[src/rtl/preempt_switch_pkg.sv]
package preempt_switch_pkg;
  // Strobes from the request control to the table datapath
  typedef struct packed {
    logic serve;   // answer one request at this edge
  } swStrobe_t;
endpackage

[src/rtl/switch_req_ctrl.sv]
module switch_req_ctrl
  import preempt_switch_pkg::*;
#(
  parameter int NUM_CPU = 4,
  localparam int CPU_W  = $clog2(NUM_CPU)
) (
  input  logic               clk,
  input  logic               rst_n,
  input  logic [NUM_CPU-1:0] switchReq,
  output swStrobe_t          strobe,
  output logic [CPU_W-1:0]   serveCpu
);
  logic [NUM_CPU-1:0] pendQ;
  logic [NUM_CPU-1:0] allReq;
  logic [NUM_CPU-1:0] pickVec;

  assign allReq = pendQ | switchReq;

  // lowest-numbered requester wins
  always_comb begin
    serveCpu = '0;
    pickVec  = '0;
    for (int i = NUM_CPU - 1; i >= 0; i--) begin
      if (allReq[i]) begin
        serveCpu = CPU_W'(i);
        pickVec  = NUM_CPU'(1) << i;
      end
    end
  end

  assign strobe.serve = |allReq;

  always_ff @(posedge clk) begin
    if (!rst_n) pendQ <= '0;
    else        pendQ <= allReq & ~pickVec;
  end
endmodule

[src/rtl/switch_table_dp.sv]
module switch_table_dp
  import preempt_switch_pkg::*;
#(
  parameter int NUM_CPU = 4,
  parameter int ID_W    = 24,
  parameter int ADDR_W  = 16,
  localparam int CPU_W  = $clog2(NUM_CPU)
) (
  input  logic                     clk,
  input  logic                     rst_n,
  input  logic [NUM_CPU-1:0]       preemptStrobe,
  input  logic [NUM_CPU*ID_W-1:0]  loopIndexIn,
  input  logic [NUM_CPU*ADDR_W-1:0] xchgAddrIn,
  input  swStrobe_t                strobe,
  input  logic [CPU_W-1:0]         serveCpu,
  output logic                     respPulse,
  output logic                     grantValid,
  output logic [CPU_W-1:0]         grantCpu,
  output logic [ID_W-1:0]          grantId,
  output logic [ADDR_W-1:0]        grantAddr,
  output logic [NUM_CPU-1:0]       maskOut
);
  logic [ID_W-1:0]    idTbl   [NUM_CPU];
  logic [ADDR_W-1:0]  addrTbl [NUM_CPU];
  logic [ID_W-1:0]    effId   [NUM_CPU];
  logic [ADDR_W-1:0]  effAddr [NUM_CPU];
  logic [NUM_CPU-1:0] maskQ, effMask, takeVec;
  logic               found, grantHit;
  logic [CPU_W-1:0]   bestIdx;
  logic [ID_W-1:0]    bestId;

  // capture-first view of each entry
  for (genvar g = 0; g < NUM_CPU; g++) begin : gEntry
    assign effId[g]   = preemptStrobe[g] ? loopIndexIn[g*ID_W +: ID_W]     : idTbl[g];
    assign effAddr[g] = preemptStrobe[g] ? xchgAddrIn[g*ADDR_W +: ADDR_W] : addrTbl[g];
    always_ff @(posedge clk) begin
      if (!rst_n) begin
        idTbl[g]   <= '0;
        addrTbl[g] <= '0;
      end else if (preemptStrobe[g]) begin
        idTbl[g]   <= loopIndexIn[g*ID_W +: ID_W];
        addrTbl[g] <= xchgAddrIn[g*ADDR_W +: ADDR_W];
      end
    end
  end

  assign effMask = maskQ | preemptStrobe;

  // masked minimum; strict compare keeps the lower index on ties
  always_comb begin
    found   = 1'b0;
    bestIdx = '0;
    bestId  = '0;
    for (int i = 0; i < NUM_CPU; i++) begin
      if (effMask[i] && (!found || effId[i] < bestId)) begin
        found   = 1'b1;
        bestIdx = CPU_W'(i);
        bestId  = effId[i];
      end
    end
  end

  assign grantHit = strobe.serve & found;
  assign takeVec  = grantHit ? (NUM_CPU'(1) << bestIdx) : '0;

  always_ff @(posedge clk) begin
    if (!rst_n) begin
      maskQ      <= '0;
      respPulse  <= 1'b0;
      grantValid <= 1'b0;
      grantCpu   <= '0;
      grantId    <= '0;
      grantAddr  <= '0;
    end else begin
      maskQ      <= effMask & ~takeVec;
      respPulse  <= strobe.serve;
      grantValid <= grantHit;
      grantCpu   <= serveCpu;
      grantId    <= grantHit ? bestId : '0;
      grantAddr  <= grantHit ? effAddr[bestIdx] : '0;
    end
  end

  assign maskOut = maskQ;
endmodule

[src/rtl/preempt_switch_unit.sv]
module preempt_switch_unit
  import preempt_switch_pkg::*;
#(
  parameter int NUM_CPU = 4,
  parameter int ID_W    = 24,
  parameter int ADDR_W  = 16,
  localparam int CPU_W  = $clog2(NUM_CPU)
) (
  input  logic                      clk,
  input  logic                      rst_n,
  input  logic [NUM_CPU-1:0]        preemptStrobe,
  input  logic [NUM_CPU*ID_W-1:0]   loopIndexIn,
  input  logic [NUM_CPU*ADDR_W-1:0] xchgAddrIn,
  input  logic [NUM_CPU-1:0]        switchReq,
  output logic                      respPulse,
  output logic                      grantValid,
  output logic [CPU_W-1:0]          grantCpu,
  output logic [ID_W-1:0]           grantId,
  output logic [ADDR_W-1:0]         grantAddr,
  output logic [NUM_CPU-1:0]        maskOut
);
  swStrobe_t        strobe;
  logic [CPU_W-1:0] serveCpu;

  switch_req_ctrl #(.NUM_CPU(NUM_CPU)) uCtrl (
    .clk(clk), .rst_n(rst_n), .switchReq(switchReq),
    .strobe(strobe), .serveCpu(serveCpu)
  );

  switch_table_dp #(.NUM_CPU(NUM_CPU), .ID_W(ID_W), .ADDR_W(ADDR_W)) uDp (
    .clk(clk), .rst_n(rst_n), .preemptStrobe(preemptStrobe),
    .loopIndexIn(loopIndexIn), .xchgAddrIn(xchgAddrIn),
    .strobe(strobe), .serveCpu(serveCpu),
    .respPulse(respPulse), .grantValid(grantValid), .grantCpu(grantCpu),
    .grantId(grantId), .grantAddr(grantAddr), .maskOut(maskOut)
  );
endmodule

[config.mk]
export PLATFORM = sky130hd
export DESIGN_NAME = preempt_switch_unit
export DESIGN_NICKNAME = d
export VERILOG_FILES = /design/src/rtl/preempt_switch_pkg.sv /design/src/rtl/switch_req_ctrl.sv /design/src/rtl/switch_table_dp.sv /design/src/rtl/preempt_switch_unit.sv
export SDC_FILE = /design/constraint.sdc
export NUM_CORES = 1
export LEC_CHECK = 0
export ABC_AREA = 1
export BUFFER_PORTS_ARGS = -buffer_cell sky130_fd_sc_hd__buf_4
export CORE_UTILIZATION = 30
export CTS_CLUSTER_DIAMETER = 150
export DETAILED_ROUTE_END_ITERATION = 6
export GPL_TIMING_DRIVEN = 0
export PLACE_DENSITY_LB_ADDON = 0.1
export SLEW_MARGIN = 30
export SYNTH_ARGS = -nofsm -noshare
export SYNTH_HDL_FRONTEND = slang
export SYNTH_SLANG_ARGS = --single-unit
[constraint.sdc]
create_clock -name clk -period 12.73 [get_ports clk]
set_input_delay 1.273 -clock clk [delete_from_list [all_inputs] [get_ports clk]]
set_output_delay 1.273 -clock clk [all_outputs]
set_load 0.01 [all_outputs]
==> flow_summary.toml, run 1 <==
[sta]
max_slew_margin_pct = 39.02
clock.fmax_mhz = 110.6
tightest_slew_ns = 0.9147
rsz0062_at_grt = "false"
maxSlewViolCount = 0
whs_ns = 0.4456
min_period_ns = 9.040
clock_skew_ns = 0.01545
fin_setup_tns_ns = 0
hold_violations = 0
setup_violations = 0
finalCritPeriodShare_pct = 71.01

[drt]
vias = 10460
dr.pass1.iters = 4
drt_iter0_drc = 467
wirelength_mm = 38.74
wl_per_cell_um = 17.08
drc = 0
vias_per_cell = 4.612
antenna_left = 0

[power_and_ir_drop]
pwr-share-comb_pct = 31.1
ir_drop_v = 0.0001166
p_seq_share_pct = 36.0
p_sw_w = 0.0008061
p_int_w = 0.001560
power.leakage_nw = 7.165
p_sw_share_pct = 34.07
clkPwrFrac_pct = 33.0
powerDensity_mw_per_mm2 = 156.1

[yosys]
synth_area_leaders = "edfxtp_1, nand2_1, dfxtp_1, o21ai_0, ha_1"
syn_area_per_cell_sq_um = 8.038
yosys.area.top_type = "edfxtp_1"
synth.net_count = 1720
ys_seq_area_share_pct = 48.94
yosys_warnings = 0
synth-seq-cells = 211
syn_area_sq_mm = 0.01190
synthCells = 1481
synth_cell_types = 35
synth_top_area_share_pct = 40.36

[critical_path]
critPathRequiredTime_ns = 13.17
ff2ff_path_depth = 46
crit_fanout = 10
cp-end-kind = "flip-flop"
cpPeakStageDelay_ns = 0.50
worst_path_max_delay_cell = "a2111oi_0"
cp-start-kind = "primary input"
crit_type = "primary input to flip-flop"
path_common_cell = "nand2_1"
crit_arrival_ns = 9.48

[floorplan]
core.rowCount = 72
die_w_um = 201.2
die_area_sq_mm = 0.04048
ios = 218
start_util_pct = 30.59
chipHeight_um = 201.2
core_area_sq_mm = 0.03892

[clock_tree]
cts_buffer_depth = 3
post-cts-setup-buffer-count = 0
ctsHoldBuffers = 0
clkTransAtPathRegs_ns = 0.06
htreeDepth = 1
post_cts_resized = 0
cts_tree = "built"
cts_sinks = 211
cts_root_buffer = "clkbuf_16"
cts_made_buffers = 27
clk_latency_ns = 0.55

[global_route]
grt_pass1_vias = 10360
antenna_found_initial = 0
grt.total_usage_pct = 18.94
grt_pass1_wl_mm = 59.48
grt-ovfl-total = 0
grt_max_degree = 41

[layout]
area_growth_pct = 27.35
nNetsFinal = 1968
num_antenna_cells = 0
layout-drive-gt1-share_pct = 16.57
fin_area_sq_mm = 0.01516

[placement]
io_buffers = 217
routabilityCongestion = 0.8393
dp_hpwl_mm = 30.64
detailed_place.area_sq_mm = 0.01425

[job]
cap_violations = 0

[hold_path]
hold_class = "flip-flop to flip-flop"
hold_depth = 2

[run_status]
status = "finished, final reports clean"
-- power by group through the flow --
stage | combinational, W | sequential, W | clock [W]
2_1_floorplan | 0.000418 | 0.000881 | 0
3_3_place_gp | 0.000729 | 0.000867 | 0
3_5_place_dp | 0.000738 | 0.000867 | 0
4_1_cts | 0.000742 | 0.000853 | 0.000799
5_1_grt | 0.000834 | 0.000859 | 0.000821
6_report | 0.000735 | 0.000852 | 0.000780
-- cell type report --
class / instances / area [sq um]
buffer: 80 / 334.1
clock inverter: 7 / 40.04
tap: 518 / 648.1
timing repair buffer: 219 / 1677
inverter: 177 / 664.4
sequential: 211 / 5826
multi-input combinational: 1013 / 5100
clock buffer: 43 / 870.8
fill: 4153 / 23760
-- layout by cell type, fill, tap and decap left out, types with 2 or more instances in the layout --
master / synthesis / layout
clkbuf_1: 61 / 68
o21ai_1: 7 / 7
dfxtp_1: 51 / 51
edfxtp_1: 160 / 160
a31oi_1: 3 / 3
buf_2: 6 / 6
nand2_2: 2 / 4
nor3_1: 3 / 3
clkinv_1: 5 / 5
a211oi_1: 5 / 5
clkbuf_8: 0 / 5
buf_4: 3 / 220
clkinv_2: 0 / 5
nand4_1: 22 / 22
nor2_1: 214 / 214
ha_1: 69 / 69
buf_6: 2 / 2
nand3_1: 35 / 35
nand2_1: 331 / 327
a21boi_0: 31 / 31
inv_2: 4 / 4
clkbuf_16: 0 / 31
a21oi_1: 77 / 77
nor4_1: 3 / 3
nand2_4: 3 / 5
inv_1: 168 / 168
buf_1: 8 / 8
o21ai_0: 198 / 198
-- final timing paths --
check | from | end | slack (ns)
max | preemptStrobe[0] | uDp.grantId[19] | 3.69
min | uCtrl.pendQ[1] | uCtrl.pendQ[1] | 0.45
max reg2reg | uDp.maskOut[0] | uDp.grantId[19] | 4.23
min reg2reg | uCtrl.pendQ[1] | uCtrl.pendQ[1] | 0.45
-- per-layer routing --
layer	track usage (%)	part of all wire [%]
met5	0	0
met3	2.689	5.0
met2	30.02	44
met4	4.491	2.1
met1	27.12	49
-- flip-flops by register name, summed over array words and instances (netlist names), 2 cells and up --
name           flops
uDp.idTbl         96
uDp.addrTbl       64
uDp.maskOut        4
uDp.grantCpu       2
uDp.grantAddr     16
uCtrl.pendQ        3
uDp.grantId       24
-- cell usage after synthesis --
library cell  instances
or2_4                 1
o221a_2               1
nand2_4               3
inv_1               168
edfxtp_1            160
a21boi_0             31
nor4_1                3
nand2_1             331
nor2_2                1
nor2_1              214
a21o_1                1
and3_1                1
o211ai_1              1
buf_6                 2
buf_2                 6
inv_2                 4
a211oi_1              5
or2_2                 1
nand2_2               2
clkinv_1              5
nand4_1              22
buf_1                 8
o21ai_0             198
a31oi_1               3
clkbuf_1             61
nand3_1              35
a2111oi_0             1
a21oi_1              77
o21ai_1               7
or2_1                 1
buf_4                 3
o221ai_1              1
ha_1                 69
nor3_1                3
dfxtp_1              51
-- cells by family (layout without fill, tap and decap cells) --
family | Yosys count | after routing | share of synthesized area [%]
AOI/OAI and AO/OA | 326 | 326 | 14.65
adders and majority gates | 69 | 69 | 7.252
buffers and inverters | 257 | 526 | 8.388
DFF | 211 | 211 | 48.94
and+or+nand+nor | 618 | 618 | 20.77
-- through the flow --
stage / instances / setup WS, ns / util (%) / total power (W)
2_1_floorplan: 1481 / 5.558 / - / 0.001299
3_3_place_gp: 2216 / 2.914 / 36.44 / 0.001595
3_5_place_dp: 2218 / 2.935 / 36.61 / 0.001606
4_1_cts: 2268 / 3.508 / 38.95 / 0.002394
5_1_grt: 2268 / 2.884 / 38.95 / 0.002514
6_report: 2268 / 3.690 / 38.95 / 0.002366
-- critical path: cells and delay by family --
kind,cells,cell delay (ns)
fa+ha+maj,3,0.92
compound gates,16,2.92
buf+inv,12,2.45
simple gates,16,1.87
(Power assumes the default switching activity.)
==> run 2: changes to the inputs <==
clock period = 7.55 ns   (was 12.73 ns; I/O delays follow)
==> run 2 against run 1 <==
  * Sequential power grew 69%
  * Register-to-register slack worse by 3.9 ns
  * Clock-buffer cell count is the same
  * Sequential cell count did not move
  * Via count grew 1.5%
  * Clock power is 69% higher
  * Setup slack got worse by 3.4 ns
  * Non-clock buffer count is 17 higher
  * Core utilization is 1.2 points higher
  * Critical path depth shrank 6
  * Critical path type unchanged
  * Largest cell class unchanged
  * Highest routed layer unchanged
==> flow_summary.toml, run 2 (synthesis results as in run 1) <==
[run_status]
status = "finished, final reports clean"

[layout]
max_flop_register = "uDp.idTbl"
fin_area_sq_mm = 0.01563
seqCellArea_sq_mm = 0.005827
reg.largest.list = "uDp.idTbl (96), uDp.addrTbl (64), uDp.grantId (24)"
multi_input_area_sq_mm = 0.005306
largest_register_ff_count = 96
nNetsFinal = 1987
final_cell_mix = "nand2_1, buf_4, nor2_1, inv_1, o21ai_0"
area_growth_pct = 31.33
layout-drive-gt1-share_pct = 20.92
final_common_cell = "nand2_1"
num_antenna_cells = 0
fillers = 4105

[floorplan]
core.rowCount = 72
die_area_sq_mm = 0.04048
start_util_pct = 30.59
ios = 218
core_area_sq_mm = 0.03892
chipHeight_um = 201.2
die_w_um = 201.2

[critical_path]
cpPeakStageDelay_ns = 0.40
crit_arrival_ns = 7.70
cp-start-kind = "primary input"
endpoint = "uDp.grantId[16]"
crit_fanout = 10
cp-startpoint = "preemptStrobe[0]"
path_common_cell = "a21oi_1"
crit_type = "primary input to flip-flop"
r2r_start = "uDp.maskOut[0]"
r2r-end = "uDp.grantId[16]"
worst_path_max_delay_cell = "a2111oi_2"
r2r_slack_ns = 0.35
critPathRequiredTime_ns = 8.00
cp-end-kind = "flip-flop"
ff2ff_path_depth = 42

[power_and_ir_drop]
p_int_w = 0.002726
p_sw_share_pct = 34.44
pwr-share-comb_pct = 33.7
powerDensity_mw_per_mm2 = 266.0
p_sw_w = 0.001432
ir_drop_v = 0.0002078
clkPwrFrac_pct = 31.8
p_seq_share_pct = 34.6
power.leakage_nw = 7.377

[sta]
maxSlewViolCount = 0
fin_setup_tns_ns = 0
tightest_slew_ns = 0.9707
min_period_ns = 7.253
setup_violations = 0
finalCritPeriodShare_pct = 96.07
max_slew_margin_pct = 35.29
clock.fmax_mhz = 137.9
hold_violations = 0
whs_ns = 0.3904
clock_skew_ns = 0.01702

[global_route]
grt-ovfl-total = 0
grt_pass1_wl_mm = 59.58
antenna_found_initial = 0
grt_max_degree = 41
grt.total_usage_pct = 18.98
grt_pass1_vias = 10380

[drt]
vias_per_cell = 4.640
wirelength_mm = 39.48
drc = 0
wl_per_cell_um = 17.26
drt_iter0_drc = 500
dr.pass1.iters = 5
vias = 10610
antenna_left = 0

[clock_tree]
htreeDepth = 1
cts_sinks = 211
ctsHoldBuffers = 0
cts_root_buffer = "clkbuf_16"
cts_buffer_depth = 3
cts_made_buffers = 27
clkTransAtPathRegs_ns = 0.06
clk_latency_ns = 0.55
cts_tree = "built"

[placement]
io_buffers = 217
dp_hpwl_mm = 30.64
detailed_place.area_sq_mm = 0.01425
routabilityCongestion = 0.8393

[hold_path]
hold_class = "primary input to flip-flop"

[job]
cap_violations = 0
[run 2: changes by cell type in the layout (fill, tap and decap cells not counted), sizes merged]
cell	previous run	this run
inv	174	173
clkinvlp	0	1
buf	238	260
nand2	336	338
clkbuf	104	99
[run 2: power groups by stage]
stage | combinational [W] | clock, W | sequential [W]
floorplan | 0.000706 | 0 | 0.00149
global placement | 0.00123 | 0 | 0.00146
detailed placement | 0.00125 | 0 | 0.00146
CTS | 0.00128 | 0.00135 | 0.00144
global route | 0.00157 | 0.00138 | 0.00145
finish | 0.00140 | 0.00132 | 0.00144
[run 2: cell type report]
type                    instances  share of cell area, %
plain buffers                  80                  2.753
clock buffers                  43                  5.570
clock inverters                 7                 0.2561
inverters                     177                  4.322
multi-input cells            1015                  33.94
flip-flops and latches        211                  37.27
well taps                     518                  4.146
repair buffers                236                  11.74
[run 2: how the worst min path moves through the flow]
stage | startpoint | end | slack (ns) | depth (start not counted)
finish | switchReq[0] | uDp.grantCpu[0] | 0.39 | 2
global route | switchReq[0] | uDp.grantCpu[0] | 0.39 | 2
CTS | switchReq[0] | uDp.grantCpu[1] | 0.36 | 2
detailed placement | uCtrl.pendQ[1] | uCtrl.pendQ[1] | 0.44 | 2
global placement | uCtrl.pendQ[1] | uCtrl.pendQ[1] | 0.43 | 2
floorplan | uCtrl.pendQ[1] | uCtrl.pendQ[1] | 0.42 | 2
[run 2: routing by layer]
metal  part of all wire (%)  vias up  global-route usage (%)
li1                       -     5439                       -
met1                     48     4864                   27.13
met2                     45      256                   30.03
met3                    4.9       52                   2.689
met4                    2.0        0                   4.681
met5                      0        -                       0
[run 2: repair_timing]
action,CTS,global route
setup buffers,2,13
pin swaps,0,18
gates cloned,0,4
setup endpoints to repair,44,43
resized for setup,47,98
[run 2: critical path, delay by kind of cell]
family,cells,cell delay [ns]
compound gates,16,2.70
simple gates,12,1.78
buf+inv,10,1.55
fa+ha+maj,3,0.84
[run 2: stage by stage]
step	cells	total power, W	setup slack [ns]	utilization [%]
2_1_floorplan	1481	0.002191	0.8955	-
3_3_place_gp	2216	0.002690	-1.748	36.44
3_5_place_dp	2218	0.002707	-1.727	36.61
4_1_cts	2270	0.004062	0.01015	39.18
5_1_grt	2287	0.004400	-0.02820	40.17
6_report	2287	0.004158	0.2967	40.17
==> run 3: changes to the inputs <==
PLACE_DENSITY_LB_ADDON = default   (was 0.1)
==> run 3 against run 2 <==
  * Clock-buffer cell count shrank 5
  * Sequential cell count is the same
  * Via count increased by 1.6%
  * Total power fell by 4.2%
  * Hold slack improved by 0.025 ns
  * Clock skew down 0.00089 ns
  * Die area did not move
  * Non-clock buffer count is 5 lower
  * First-iteration DRC count up 39%
  * Global-route usage decreased by 0.27 points
  * Combinational power about the same
  * Critical endpoint is now uDp.grantId[23]
  * Largest cell class unchanged
  * Largest power group unchanged
==> flow_summary.toml, run 3 (synthesis results as in run 1) <==
[run_status]
status = "finished, final reports clean"

[power_and_ir_drop]
powerDensity_mw_per_mm2 = 256.7
ir_drop_v = 0.0001579
power.leakage_nw = 7.292

[critical_path]
cpPeakStageDelay_ns = 0.34
path_common_cell = "nand2_1"
worst_path_max_delay_cell = "a2111oi_2"
cp-end-kind = "flip-flop"
crit_type = "primary input to flip-flop"
crit_arrival_ns = 7.52
crit_fanout = 10
critPathRequiredTime_ns = 7.98
cp-start-kind = "primary input"

[sta]
max_slew_margin_pct = 39.60
clock.fmax_mhz = 141.0
min_period_ns = 7.092
tightest_slew_ns = 0.9060
finalCritPeriodShare_pct = 93.93
fin_ws_ns = 0.4580
whs_ns = 0.4153
maxSlewViolCount = 0
fin_setup_tns_ns = 0
setup_violations = 0
clock_skew_ns = 0.01613
hold_violations = 0

[global_route]
grt_pass1_vias = 10640
antenna_found_initial = 0
grt_pass1_wl_mm = 58.91
grt_max_degree = 41
grt-ovfl-total = 0
grt.total_usage_pct = 18.71

[layout]
final_cell_mix = "nand2_1, buf_4, nor2_1, inv_1, o21ai_0"
multi_input_area_sq_mm = 0.005333
fillers = 4025
layout-drive-gt1-share_pct = 20.26
seqCellArea_sq_mm = 0.005827
reg.largest.list = "uDp.idTbl (96), uDp.addrTbl (64), uDp.grantId (24)"
final_core_util_pct = 39.86
final_common_cell = "nand2_1"
final_cells = 2275
max_flop_register = "uDp.idTbl"
largest_register_ff_count = 96
num_antenna_cells = 0
area_growth_pct = 30.30
nNetsFinal = 1980

[drt]
antenna_left = 0
drc = 0
vias = 10790
vias_per_cell = 4.741
wl_per_cell_um = 17.06
drt_iter0_drc = 696
dr.pass1.iters = 6
wirelength_mm = 38.81

[placement]
dp_cells = 2220
place_ws_ns = -1.552
routabilityCongestion = 0.8735
io_buffers = 217
dp_hpwl_mm = 30.52

[floorplan]
die_area_sq_mm = 0.04048
die_w_um = 201.2
ios = 218
core_area_sq_mm = 0.03892
core.rowCount = 72
chipHeight_um = 201.2
start_util_pct = 30.59

[clock_tree]
cts_sinks = 211
cts_buffer_depth = 3
cts_root_buffer = "clkbuf_16"
clkTransAtPathRegs_ns = 0.06
htreeDepth = 1
cts_tree = "built"
cts_made_buffers = 25
clk_latency_ns = 0.54

[job]
cap_violations = 0

[hold_path]
hold_class = "primary input to flip-flop"
-- run 3: cell count changes in the layout (fill, tap and decap cells not counted), sizes merged --
cell	change
bufinv	+1
buf	-3
clkbuf	-7
clkinv	-1
inv	-2
-- run 3: critical path, delay by kind of cell --
| kind | cells | cell delay [ns] |
|---|---|---|
| AO/OA/AOI/OAI | 18 | 2.80 |
| adder cells (fa/ha/maj) | 3 | 0.86 |
| buffers and inverters | 9 | 1.44 |
| AND/OR/NAND/NOR | 16 | 1.64 |
-- run 3: final cells by class --
| cell class | count | share of cell area (%) |
|---|---|---|
| buffer | 79 | 2.718 |
| clock buffer | 38 | 4.670 |
| clock inverter | 5 | 0.3146 |
| inverter | 177 | 4.340 |
| multi-input combinational | 1015 | 34.38 |
| sequential | 211 | 37.57 |
| tap | 518 | 4.178 |
| timing repair buffer | 232 | 11.83 |
-- run 3: power breakdown --
group          total [W]  switching [W]  leakage [nW]  internal [W]
logic            0.00137       0.000848          4.77      0.000525
registers        0.00144      0.0000442          2.14       0.00140
clock network    0.00117       0.000482         0.381      0.000688
-- run 3: through the flow --
stage	area, sq um	power (W)
2_1_floorplan	11900	0.002191
3_3_place_gp	14180	0.002673
3_5_place_dp	14300	0.002702
4_1_cts	15150	0.003898
5_1_grt	15510	0.004217
6_report	15510	0.003982
-- run 3: path summary, 6_finish.rpt --
path,endpoint,slack (ns),from,cells after the start
max,uDp.grantId[23],0.46,preemptStrobe[0],46
min,uDp.grantCpu[0],0.42,switchReq[0],2
max reg2reg,uDp.grantId[23],0.49,uDp.maskOut[0],46
min reg2reg,uCtrl.pendQ[1],0.46,uCtrl.pendQ[1],2
-- run 3: metal layers --
layer	up-vias	track usage, %	routed length (um)
li1	5421	-	-
met1	4983	25.75	17920
met2	318	30.40	17570
met3	64	2.462	2060
met4	0	5.871	1257
met5	-	0	0
-- run 3: timing repair --
item / 4_1_cts / 5_1_grt
gates resized for setup: 47 / 107
setup endpoints to repair: 44 / 44
cloned: 0 / 3
buffers inserted: 2 / 8
hold buffers: 0 / 0
pin swaps: 1 / 19
